==> src/rtl/rdout_pkg.sv <==
package rdout_pkg;
  // Strobes passed from the control pipeline to the data register.
  typedef struct packed {
    logic loadWord;   // a read sits in stage one: capture arrayData at the next edge
    logic wordValid;  // the output register holds a word from a read
    logic tailHold;   // dual release: keep driving for one cycle after the last word
    logic snoozed;    // snooze sampled high at the last edge
  } out_strobes_t;
endpackage

==> src/rtl/rdout_ctrl.sv <==
module rdout_ctrl
  import rdout_pkg::*;
(
  input  logic         clk,
  input  logic         rstN,
  input  logic         selPos,
  input  logic         selNeg,
  input  logic         readStrobe,
  input  logic         snooze,
  input  logic         dualDeselect,
  output out_strobes_t strb
);
  logic readCmd;
  logic cmdQ;
  logic wordQ;
  logic tailQ;
  logic snzQ;

  assign readCmd = selPos & ~selNeg & readStrobe & ~snooze;

  always_ff @(posedge clk) begin
    if (!rstN) begin
      cmdQ  <= 1'b0;
      wordQ <= 1'b0;
      tailQ <= 1'b0;
      snzQ  <= 1'b0;
    end else begin
      snzQ  <= snooze;
      cmdQ  <= readCmd;
      wordQ <= cmdQ;
      tailQ <= wordQ & dualDeselect;
    end
  end

  always_comb begin
    strb.loadWord  = cmdQ;
    strb.wordValid = wordQ;
    strb.tailHold  = tailQ;
    strb.snoozed   = snzQ;
  end

  AST_READ_LATENCY: assert property (@(posedge clk) disable iff (!rstN)
    readCmd |-> ##2 strb.wordValid);

  AST_NONREAD_NO_WORD: assert property (@(posedge clk) disable iff (!rstN)
    (!selPos || selNeg || !readStrobe) |-> ##2 !strb.wordValid);

  AST_SNOOZE_DROPS_CMD: assert property (@(posedge clk) disable iff (!rstN)
    snooze |-> ##2 !strb.wordValid);
endmodule

==> src/rtl/rdout_dp.sv <==
module rdout_dp
  import rdout_pkg::*;
#(
  parameter int DATA_W = 32
) (
  input  logic              clk,
  input  logic              rstN,
  input  logic [DATA_W-1:0] arrayData,
  input  logic              oeN,
  input  out_strobes_t      strb,
  output logic [DATA_W-1:0] dataOut,
  output logic              dataValid,
  output logic              driveEn
);
  logic [DATA_W-1:0] wordReg;

  always_ff @(posedge clk) begin
    if (!rstN) wordReg <= '0;
    else if (strb.loadWord) wordReg <= arrayData;
  end

  assign dataOut   = wordReg;
  assign dataValid = strb.wordValid;
  assign driveEn   = ~oeN & ~strb.snoozed & (strb.wordValid | strb.tailHold);

  AST_TAIL_KEEPS_WORD: assert property (@(posedge clk) disable iff (!rstN)
    (strb.tailHold && !strb.wordValid) |-> $stable(dataOut));

  AST_DRIVE_NEEDS_WORD: assert property (@(posedge clk) disable iff (!rstN)
    driveEn |-> (strb.wordValid || $past(strb.wordValid)));
endmodule

==> src/rtl/rdout_stage.sv <==
module rdout_stage
  import rdout_pkg::*;
#(
  parameter int DATA_W = 32
) (
  input  logic              clk,
  input  logic              rstN,
  input  logic              selPos,
  input  logic              selNeg,
  input  logic              readStrobe,
  input  logic              dualDeselect,
  input  logic              snooze,
  input  logic              oeN,
  input  logic [DATA_W-1:0] arrayData,
  output logic [DATA_W-1:0] dataOut,
  output logic              dataValid,
  output logic              driveEn
);
  out_strobes_t strb;

  rdout_ctrl ctrl_i (
    .clk(clk), .rstN(rstN), .selPos(selPos), .selNeg(selNeg),
    .readStrobe(readStrobe), .snooze(snooze), .dualDeselect(dualDeselect),
    .strb(strb)
  );

  rdout_dp #(.DATA_W(DATA_W)) dp_i (
    .clk(clk), .rstN(rstN), .arrayData(arrayData), .oeN(oeN), .strb(strb),
    .dataOut(dataOut), .dataValid(dataValid), .driveEn(driveEn)
  );

  AST_RESET_QUIET: assert property (@(posedge clk)
    !rstN |=> (!dataValid && !driveEn));
endmodule

==> config.mk <==
export PLATFORM = sky130hd
export DESIGN_NAME = rdout_stage
export DESIGN_NICKNAME = d
export VERILOG_FILES = /design/src/rtl/rdout_pkg.sv /design/src/rtl/rdout_ctrl.sv /design/src/rtl/rdout_dp.sv /design/src/rtl/rdout_stage.sv
export SDC_FILE = /design/constraint.sdc
export NUM_CORES = 1
export LEC_CHECK = 0
export BUFFER_PORTS_ARGS = -buffer_cell sky130_fd_sc_hd__buf_2
export CAP_MARGIN = 0
export CORE_UTILIZATION = 43
export CTS_CLUSTER_SIZE = 12
export DETAILED_ROUTE_END_ITERATION = 10
export GPL_TIMING_DRIVEN = 0
export PLACE_DENSITY_LB_ADDON = 0.2
export SKIP_CTS_REPAIR_TIMING = 1
export SYNTH_ARGS = -nofsm -noshare
export SYNTH_HDL_FRONTEND = slang
export SYNTH_SLANG_ARGS = --single-unit
==> constraint.sdc <==
create_clock -name clk -period 1.3 [get_ports clk]
set_input_delay 0.13 -clock clk [delete_from_list [all_inputs] [get_ports clk]]
set_output_delay 0.13 -clock clk [all_outputs]
set_load 0.02 [all_outputs]
* Yosys cells after proc, flatten, opt, wreduce, memory -nomap -nowiden
Index checks and enable logic that the tools add are counted. W data, S select, Z words.
Storage, ports and cells: register bits 36, latch bits 0, RAM bits 0, bits in read-only memories 0, output and inout port bits 34, logic and storage cells 16, memories 0
Cells by class: add/sub/neg operators 0, multiply operators 0, divide/modulo/power cells 0, magnitude comparators 0, equality and inequality tests 0, shifts and indexed selects 0, muxes and demuxes 0, bitwise operators 11, reduce and logical (&&, ||, !) cells 0
Operators with widths (count):
- $and A1 B1 Y1 | 6
- $not A1 Y1 | 4
- $or A1 B1 Y1 | 1

* Longest topological paths before layout
Gate-level depths: netlist of the first run.
depth in word-level cells 4, mapped depth 4, depth with buffers taken out 2

* Modules after synthesis
From an unflattened synthesis of the first run, not the netlist that was laid out.
Second synthesis, totals: cell total of the unflattened synthesis 119, area total of the unflattened synthesis 1401.3 sq um
By module, submodules not included:
- rdout_dp | instances 1, cells each 106, area each 1260.0 sq um
- rdout_ctrl | instances 1, cells each 13, area each 141.4 sq um

* Worst setup path after synthesis of the first run
Ideal clock, no wire load.
path type register -> output, start register ctrl_i.wordQ, end output port driveEn, arrival time 0.965 ns, data required time 1.170 ns, slack 0.205 ns, cell stages (with the launch flop) 3, buffers on the path 0, cell sequence dfxtp_1 nor2_1 nor3_1
Between the ends: cells in the longest elaborated chain, start to end 2
Ends and longest elaborated chain:
- from (decl) | line rdout_ctrl.sv:15 | logic wordQ;
- from (signal assigned) | line rdout_ctrl.sv:30 | wordQ <= cmdQ;
- $or A1 B1 Y1 | line rdout_dp.sv:24 | assign driveEn = ~oeN & ~strb.snoozed & (strb.wordValid | strb.tailHold);
- $and A1 B1 Y1 | line rdout_dp.sv:24
- to (decl) | line rdout_stage.sv:17 | output logic driveEn
No other way between the ends.

* Final worst setup path of the first run
Ends and elaborated chain as after synthesis.

==> results.txt, run 1 <==
status: finished clean
dpl cell area: 1784 sq um
Antenna diodes: 0
synthesis warning total: 0
cell taking the most area after synthesis: dfxtp_1
RR Startpoint: ctrl_i.cmdQ
RSZ-0062 raised after global routing: no
Pwr Density: 1041 nW/um^2
ratio of cells with drive above 1 in the final layout: 43.08%
Rel. slew slack: 79.62%
Layout Cell Area excl Fill: 1862 sq um
fmax: 833.9 MHz
first-pass GRT wire length: 3926 um
CTS tree: yes
H-tree depth: 2
Worst Hold Class: in2reg
clk buf depth: 2
Tmin final: 1199 ps
first-pass iteration count of the detailed router: 4
Fin Setup TNS: 0 ps
Worst-Skew Late Latency: 340 ps
Synth top area share: 52.84%
flop2flop setup slack: 300 ps
Max-cap violations: 0
vias in the first global route: 955
Hold Vio Cnt, Final: 0
number of fill cells in the layout: 275
Clock Sinks: 36
detailed-route via count: 1043
synthesized area per cell: 11.96 sq um
Yosys reg bits: 36
routability cong.: 0.6911
final worst setup slack: 100.8 ps
WHS Path Cells: 2
final net count: 235
Layout area overhead: 36.51%
LEAKAGE: 0.8077 nW
Core Util, Final: 61.49%
Reg clk slew, reported paths: 90 ps
PortBufs: 73
critical path arrival: 1070 ps
Mapped Cells: 114
maximum vdd drop: 773.0 uV
critical path class: reg2out
1st-iter DRT viols: 22
post-route ant nets: 0
GR Util All Layers: 15.89%
worst reg2reg path depth: 4
largest net degree at the start of global routing: 11
global route overflow: 0
residual DRC count: 0
Root Buffer: clkbuf_4
register area share after synthesis: 52.84%
count of pins over their slew limit: 0
CTS Buf Count: 5
Boundary Pins: 74
Worst Skew: 7.566 ps
DP HPWL: 1970 um
Wirelength per Cell: 10.76 um
dominant cells by area after synthesis: dfxtp_1 53%, mux2i_1 23%, nor2b_1 15%
initial antenna violation count: 0
Post-Syn Nets: 154
Worst-Margin Slew: 305.7 ps
starting density of the core: 45.04%
final setup violation count: 0
post-place setup slack: 289.7 ps
core footprint: 3028 sq um
crit end category: primary output
die height: 58.32 um
fin crit share: 92.25%
Crit Path Max Fanout: 3
die width: 58.32 um
worst r2r dst: dp_i.dataOut[0]
Worst Setup EP: driveEn
Post-Syn Area: 1364 sq um
CP Data Required Time: 1170 ps
final wirelength: 2571 um
critical path startpoint category: register
vias per cell: 4.364
Rows: 20
Crit. Startpoint: ctrl_i.wordQ
Synth cell types: 11
Die Area: 3401 sq um
==> how the worst min path moves through the flow <==
stage                      start            to
floorplan                 selNeg   ctrl_i.cmdQ
global placement          selNeg   ctrl_i.cmdQ
detailed placement        selNeg   ctrl_i.cmdQ
CTS                       selNeg   ctrl_i.cmdQ
global route        dualDeselect  ctrl_i.tailQ
finish                    snooze   ctrl_i.snzQ
==> cell usage after synthesis, drive strengths merged <==
cell type / instances
dfxtp: 36
mux2i: 32
nor2b: 32
buf: 4
clkbuf: 3
and2: 2
nor2: 2
and3: 1
nand4b: 1
nor3: 1
==> power by group <==
part,internal [W],switching [W]
clock,0.000307,0.000349
combinational,0.0000916,0.0000667
sequential,0.00112,0.00000671
total,0.00152,0.000422
==> layout by cell type (no fill, tap or decap), types with 2 or more instances in the layout <==
cell / instances
and2_1: 2
nor2_1: 2
nor2b_1: 32
mux2i_1: 32
dfxtp_1: 36
buf_2: 72
clkbuf_4: 5
buf_12: 3
clkbuf_1: 3
clkbuf_8: 2
==> metal layers <==
metal  track usage [%]  share of wire [%]
met5                 0                  0
met4             8.163                1.9
met3             6.593                6.4
met2             28.90                 51
met1             15.30                 41
==> metrics by stage <==
step	power, W	hold WS [ps]	cells
floorplan	0.001226	202.4	114
global placement	0.001303	294.0	231
detailed placement	0.001308	291.5	231
CTS	0.001964	-78.39	238
global route	0.002025	7.028	239
finish	0.001938	16.79	239
==> state kept, by name, summed over array words and instances, names as in the netlist <==
name	cells
ctrl_i.wordQ	1
ctrl_i.snzQ	1
ctrl_i.cmdQ	1
ctrl_i.tailQ	1
dp_i.dataOut	32
==> worst max-delay path, cell delays in order, from the launching register on <==
cell     delay (ps)
dfxtp_1         370
nor2_1           60
nor3_1          140
buf_4           170
==> layout make-up <==
cell class              instances  area [sq um]  share of cell area [%]
flip-flops and latches         36         720.7                   38.71
multi-input cells              71         560.5                   30.11
repair buffers                 74         377.9                   20.30
plain buffers                   7         82.58                   4.435
clock buffers                   7         65.06                   3.495
well taps                      44         55.05                   2.957
==> cell families (layout without fill, tap and decap cells) <==
| family | count (synthesis) | after routing | share of synthesized area [%] |
|---|---|---|---|
| flip-flops | 36 | 36 | 52.84 |
| AND/OR/NAND/NOR | 39 | 39 | 17.61 |
| multiplexers | 32 | 32 | 23.49 |
| buffers and inverters | 7 | 88 | 6.055 |
(Power assumes the default switching activity.)
==> run 2: changes to the inputs <==
PLACE_DENSITY = 0.77   (was not set)
PLACE_DENSITY_LB_ADDON = not set   (was 0.2)
==> run 2 against run 1 <==
  * Non-clock buffer count did not move
  * Setup slack improved by 48 ps
  * Fmax increased by 4.2%
  * Global-route usage increased by 0.069 points
  * Via count up 1.9%
  * Final cell count grew 0.42%
  * Clock power is 9.5% lower
  * Critical endpoint unchanged
  * Core utilization down 0.29 points
  * Total power shrank 3.2%
==> results.txt, run 2 (synthesized netlist as in run 1, its figures left out) <==
Max-cap violations: 0 (unchanged)
first-pass GRT wire length: 4008 um (+2.1%)
Hold Startpoint: snooze
Largest register FFs: 32 (unchanged)
Boundary Pins: 74 (unchanged)
global route overflow: 0 (unchanged)
Hold Vio Cnt, Final: 0 (unchanged)
Rel. slew slack: 78.65% (-0.97 points)
Worst Hold Class: in2reg
critical path arrival: 1020 ps (-50 ps)
RSZ-0062 raised after global routing: no
critical path class: reg2out
total power: 0.001877 W (-3.2%)
Root Buffer: clkbuf_4
die width: 58.32 um (unchanged)
crit end category: primary output
vias per cell: 4.429 (+1.5%)
Die Area: 3401 sq um (unchanged)
CP Data Required Time: 1170 ps (about the same)
Reg clk slew, reported paths: 100 ps (about the same)
DP HPWL: 1985 um (+0.76%)
detailed-route via count: 1063 (+1.9%)
hold slack: 16.31 ps (-0.4800 ps)
PortBufs: 73 (unchanged)
initial antenna violation count: 0 (unchanged)
fin crit share: 88.56% (-3.7 points)
Fin Setup TNS: 0 ps (unchanged)
post-route ant nets: 0 (unchanged)
LEAKAGE: 0.8030 nW (-0.58%)
fmax: 868.6 MHz (+4.2%)
clk buf depth: 2 (unchanged)
leading cell type in the layout, fill and taps excluded: buf_2
Tmin final: 1151 ps (-47.90 ps)
critical path startpoint category: register
Clock Sinks: 36 (unchanged)
Crit. Startpoint: ctrl_i.wordQ
Wirelength per Cell: 10.64 um (-1.1%)
residual DRC count: 0 (unchanged)
Worst Skew: 2.963 ps (-4.603 ps)
largest net degree at the start of global routing: 11 (unchanged)
Core Util, Final: 61.20% (-0.29 points)
CTS Buf Count: 5 (unchanged)
Antenna diodes: 0 (unchanged)
first-pass iteration count of the detailed router: 3 (-1)
ratio of cells with drive above 1 in the final layout: 42.35% (-0.73 points)
count of pins over their slew limit: 0 (unchanged)
GR Util All Layers: 15.96% (+0.069 points)
RR Startpoint: ctrl_i.cmdQ
core footprint: 3028 sq um (unchanged)
Worst-Margin Slew: 320.2 ps (+14.50 ps)
final wirelength: 2554 um (-0.66%)
status: finished clean
Rows: 20 (unchanged)
maximum vdd drop: 529.5 uV (-31%)
most frequent cells in the layout: 73 x buf_2, 36 x dfxtp_1, 32 x mux2i_1, 32 x nor2b_1
Pwr Density: 1013 nW/um^2 (-2.7%)
starting density of the core: 45.04% (unchanged)
Worst-Skew Late Latency: 320 ps (-20 ps)
Crit Path Max Fanout: 3 (unchanged)
final setup violation count: 0 (unchanged)
H-tree depth: 2 (unchanged)
final net count: 235 (unchanged)
die height: 58.32 um (unchanged)
vias in the first global route: 1005 (+5.2%)
1st-iter DRT viols: 13 (-41%)
CTS tree: yes
routability cong.: 0.6451 (-6.7%)
Layout area overhead: 35.87%
[run 2: changes by cell type in the layout (fill, tap and decap cells not counted), sizes merged]
cell	previous run	this run
clkbuf	10	11
[run 2: worst paths after layout]
path,to,slack (ps),cells after the start
setup reg to reg,dp_i.dataOut[29],300,4
hold / removal,ctrl_i.snzQ,20,2
hold reg to reg,dp_i.dataOut[25],520,2
setup / recovery,driveEn,150,3
[run 2: area by class of cell]
type	count	area [sq um]
fillers	262	1175
flip-flops and latches	36	720.7
multi-input cells	71	560.5
repair buffers	74	375.4
plain buffers	7	82.58
clock buffers	8	58.81
well taps	44	55.05
[run 2: through the flow]
step	setup slack, ps	std cells	instance area (sq um)
4_1_cts	122.6	239	1843
2_1_floorplan	204.6	114	1364
6_report	148.7	240	1853
3_3_place_gp	327.8	231	1784
3_5_place_dp	312.7	231	1784
5_1_grt	33.17	240	1853
[run 2: metal layers]
| metal | GRT usage [%] | up-vias | wire length, um |
|---|---|---|---|
| li1 | - | 536 | - |
| met3 | 4.835 | 5 | 173 |
| met4 | 9.864 | 0 | 41 |
| met1 | 15.64 | 479 | 1032 |
| met2 | 29.23 | 43 | 1306 |
| met5 | 0 | - | 0 |
[run 2: worst max-delay path: stages (launching register included)]
cell and delay, ps:
dfxtp_1 350, nor2_1 50, nor3_1 110, buf_2 180
[run 2: power breakdown]
group          internal [W]  total, W  leakage (nW)  switching [W]
logic             0.0000915  0.000158         0.480      0.0000667
registers           0.00112   0.00112         0.291     0.00000659
clock network      0.000267  0.000594        0.0326       0.000328
total               0.00148   0.00188         0.803       0.000401
==> run 3: changes to the inputs <==
--- a/config.mk
+++ b/config.mk
@@ -8,9 +8,9 @@
 export BUFFER_PORTS_ARGS = -buffer_cell sky130_fd_sc_hd__buf_2
 export CAP_MARGIN = 0
-export CORE_UTILIZATION = 43
+export CORE_MARGIN = 10
+export CORE_UTILIZATION = 30
 export CTS_CLUSTER_SIZE = 12
 export DETAILED_ROUTE_END_ITERATION = 10
 export GPL_TIMING_DRIVEN = 0
-export PLACE_DENSITY = 0.77
 export SKIP_CTS_REPAIR_TIMING = 1
 export SYNTH_ARGS = -nofsm -noshare
==> constraint.sdc (replaced) <==
create_clock -name clk -period 1.3 [get_ports clk]
set_input_delay 0 -clock clk [delete_from_list [all_inputs] [get_ports clk]]
set_output_delay 0 -clock clk [all_outputs]
set_load 0.02 [all_outputs]
==> run 3 against run 2 <==
  * The flow now finishes with violations (negative hold slack)
  * Final area is 12% higher
  * Highest routed layer unchanged
  * Non-clock buffer count is 18 higher
  * Setup slack worse by 57 ps
  * Sequential share of layout area is 4.2 points lower
  * Routed wire length is 34% higher
  * Fmax is 4.8% lower
  * Register-to-register slack hardly changed
  * Clock skew is 0.99 ps lower
==> results.txt, run 3 (synthesized netlist as in run 1, its figures left out) <==
largest net degree at the start of global routing: 11 (unchanged)
Rows: 24 (+20%)
routability cong.: 0.6720 (+4.2%)
Root Buffer: clkbuf_8
critical path arrival: 1430 ps (+410 ps)
count of pins over their slew limit: 0 (unchanged)
worst reg2reg path depth: 4 (unchanged)
Reg clk slew, reported paths: 70 ps (-30 ps)
final wirelength: 3426 um (+34%)
residual DRC count: 0 (unchanged)
Worst-Margin Slew: 378.2 ps (+57.98 ps)
leading cell type in the layout, fill and taps excluded: buf_2
CP Data Required Time: 1520 ps (+350 ps)
Boundary Pins: 74 (unchanged)
vias in the first global route: 1105 (+10%)
Crit Path Max Fanout: 2 (-1)
PortBufs: 73 (unchanged)
die width: 87.43 um (+50%)
maximum vdd drop: 617.6 uV (+17%)
Die Area: 7643 sq um (+120%)
Hold Vio Cnt, Final: 16 (+16)
fmax: 827.3 MHz (-4.8%)
Layout area overhead: 52.11%
ratio of cells with drive above 1 in the final layout: 38.79% (-3.6 points)
WHS Path Cells: 3 (+1)
die height: 87.43 um (+50%)
first-pass GRT wire length: 5471 um (+37%)
fin crit share: 92.98% (+4.4 points)
core footprint: 4384 sq um (+45%)
flop2flop setup slack: 300 ps (about the same)
hold slack: -21.85 ps (-38.15 ps)
Worst Skew: 1.973 ps (-0.9899 ps)
critical path startpoint category: input port
Fin Setup TNS: 0 ps (unchanged)
vias per cell: 4.132 (-6.7%)
Worst Hold Class: in2reg
global route overflow: 0 (unchanged)
Largest register FFs: 32 (unchanged)
Clock Sinks: 36 (unchanged)
RSZ-0062 raised after global routing: no
Hold Startpoint: arrayData[2]
CTS tree: yes
status: complete, but fails checks
Max-cap violations: 0 (unchanged)
critical path class: in2reg
Hold Path End: dp_i.dataOut[2]
Antenna diodes: 0 (unchanged)
CTS Buf Count: 5 (unchanged)
DP HPWL: 2588 um (+30%)
Rel. slew slack: 74.78% (-3.9 points)
starting density of the core: 31.11% (-14 points)
GR Util All Layers: 9.034% (-6.9 points)
RR Startpoint: ctrl_i.cmdQ
clk buf depth: 2 (unchanged)
number of fill cells in the layout: 416 (+59%)
Tmin final: 1209 ps (+57.42 ps)
Wirelength per Cell: 12.88 um (+21%)
1st-iter DRT viols: 12 (-1)
final net count: 253 (+7.7%)
worst r2r dst: dp_i.dataOut[13]
detailed-route via count: 1099 (+3.4%)
initial antenna violation count: 0 (unchanged)
crit end category: register
post-route ant nets: 0 (unchanged)
most frequent cells in the layout: 73 x buf_2, 36 x dfxtp_1, 32 x mux2i_1, 32 x nor2b_1, 19 x dlygate4sd3_1
LEAKAGE: 0.8937 nW (+11%)
H-tree depth: 2 (unchanged)
Worst-Skew Late Latency: 280 ps (-40 ps)
first-pass iteration count of the detailed router: 4 (+1)
failing checks: negative hold slack
final setup violation count: 0 (unchanged)
Pwr Density: 1021 nW/um^2 (+0.83%)
## run 3: changes by cell type in the layout (fill, tap and decap cells not counted), sizes merged
| cell | change |
|---|---|
| dlygate4sd3 | +18 |
## run 3: how the worst max path moves through the flow
stage                      start              end  slack [ps]  cells past startpoint
CTS                 ctrl_i.wordQ          driveEn         290                      3
detailed placement   ctrl_i.cmdQ  dp_i.dataOut[4]         300                      4
finish                    snooze      ctrl_i.cmdQ          90                      5
global placement     ctrl_i.cmdQ  dp_i.dataOut[1]         310                      4
global route              snooze      ctrl_i.cmdQ          50                      5
floorplan           ctrl_i.wordQ          driveEn         330                      2
## run 3: metal layers
layer  part of all wire, %  track usage (%)  vias to the layer above  routed length, um
li1                      -                -                      570                  -
met5                     0                0                        -                  0
met2                    43            13.03                       50               1465
met3                    13            6.648                        5                438
met1                    43            9.756                      474               1482
met4                   1.1            3.913                        0                 39
## run 3: critical path, cell delays in order
cell	delay, ps
dlygate4sd3_1	530
buf_2	120
nand4b_1	150
nor2_1	90
dlygate4sd3_1	540
## run 3: cell type report
cell class	instances	area [sq um]	share of cell area [%]
repair buffers	92	555.5	26.78
multi-input cells	71	560.5	27.02
well taps	52	65.06	3.136
clock buffers	8	90.09	4.343
flip-flops and latches	36	720.7	34.74
plain buffers	7	82.58	3.981
## run 3: report_power, final
| part | leakage [nW] | switching, W | internal [W] |
|---|---|---|---|
| clock network | 0.0455 | 0.000361 | 0.000432 |
| registers | 0.291 | 0.00000626 | 0.00112 |
| logic | 0.557 | 0.0000762 | 0.000125 |
## run 3: per-stage QoR
step | instances | power, W | setup slack [ps] | util (%) | area [sq um]
after CTS | 247 | 0.002130 | 288.0 | 42.98 | 1884
final | 266 | 0.002118 | 91.25 | 47.32 | 2074
after global routing | 266 | 0.002239 | 47.94 | 47.32 | 2074
after detailed placement | 239 | 0.001310 | 302.6 | 40.92 | 1794
after global placement | 239 | 0.001309 | 311.4 | 40.92 | 1794
after floorplan | 114 | 0.001226 | 334.6 | - | 1364
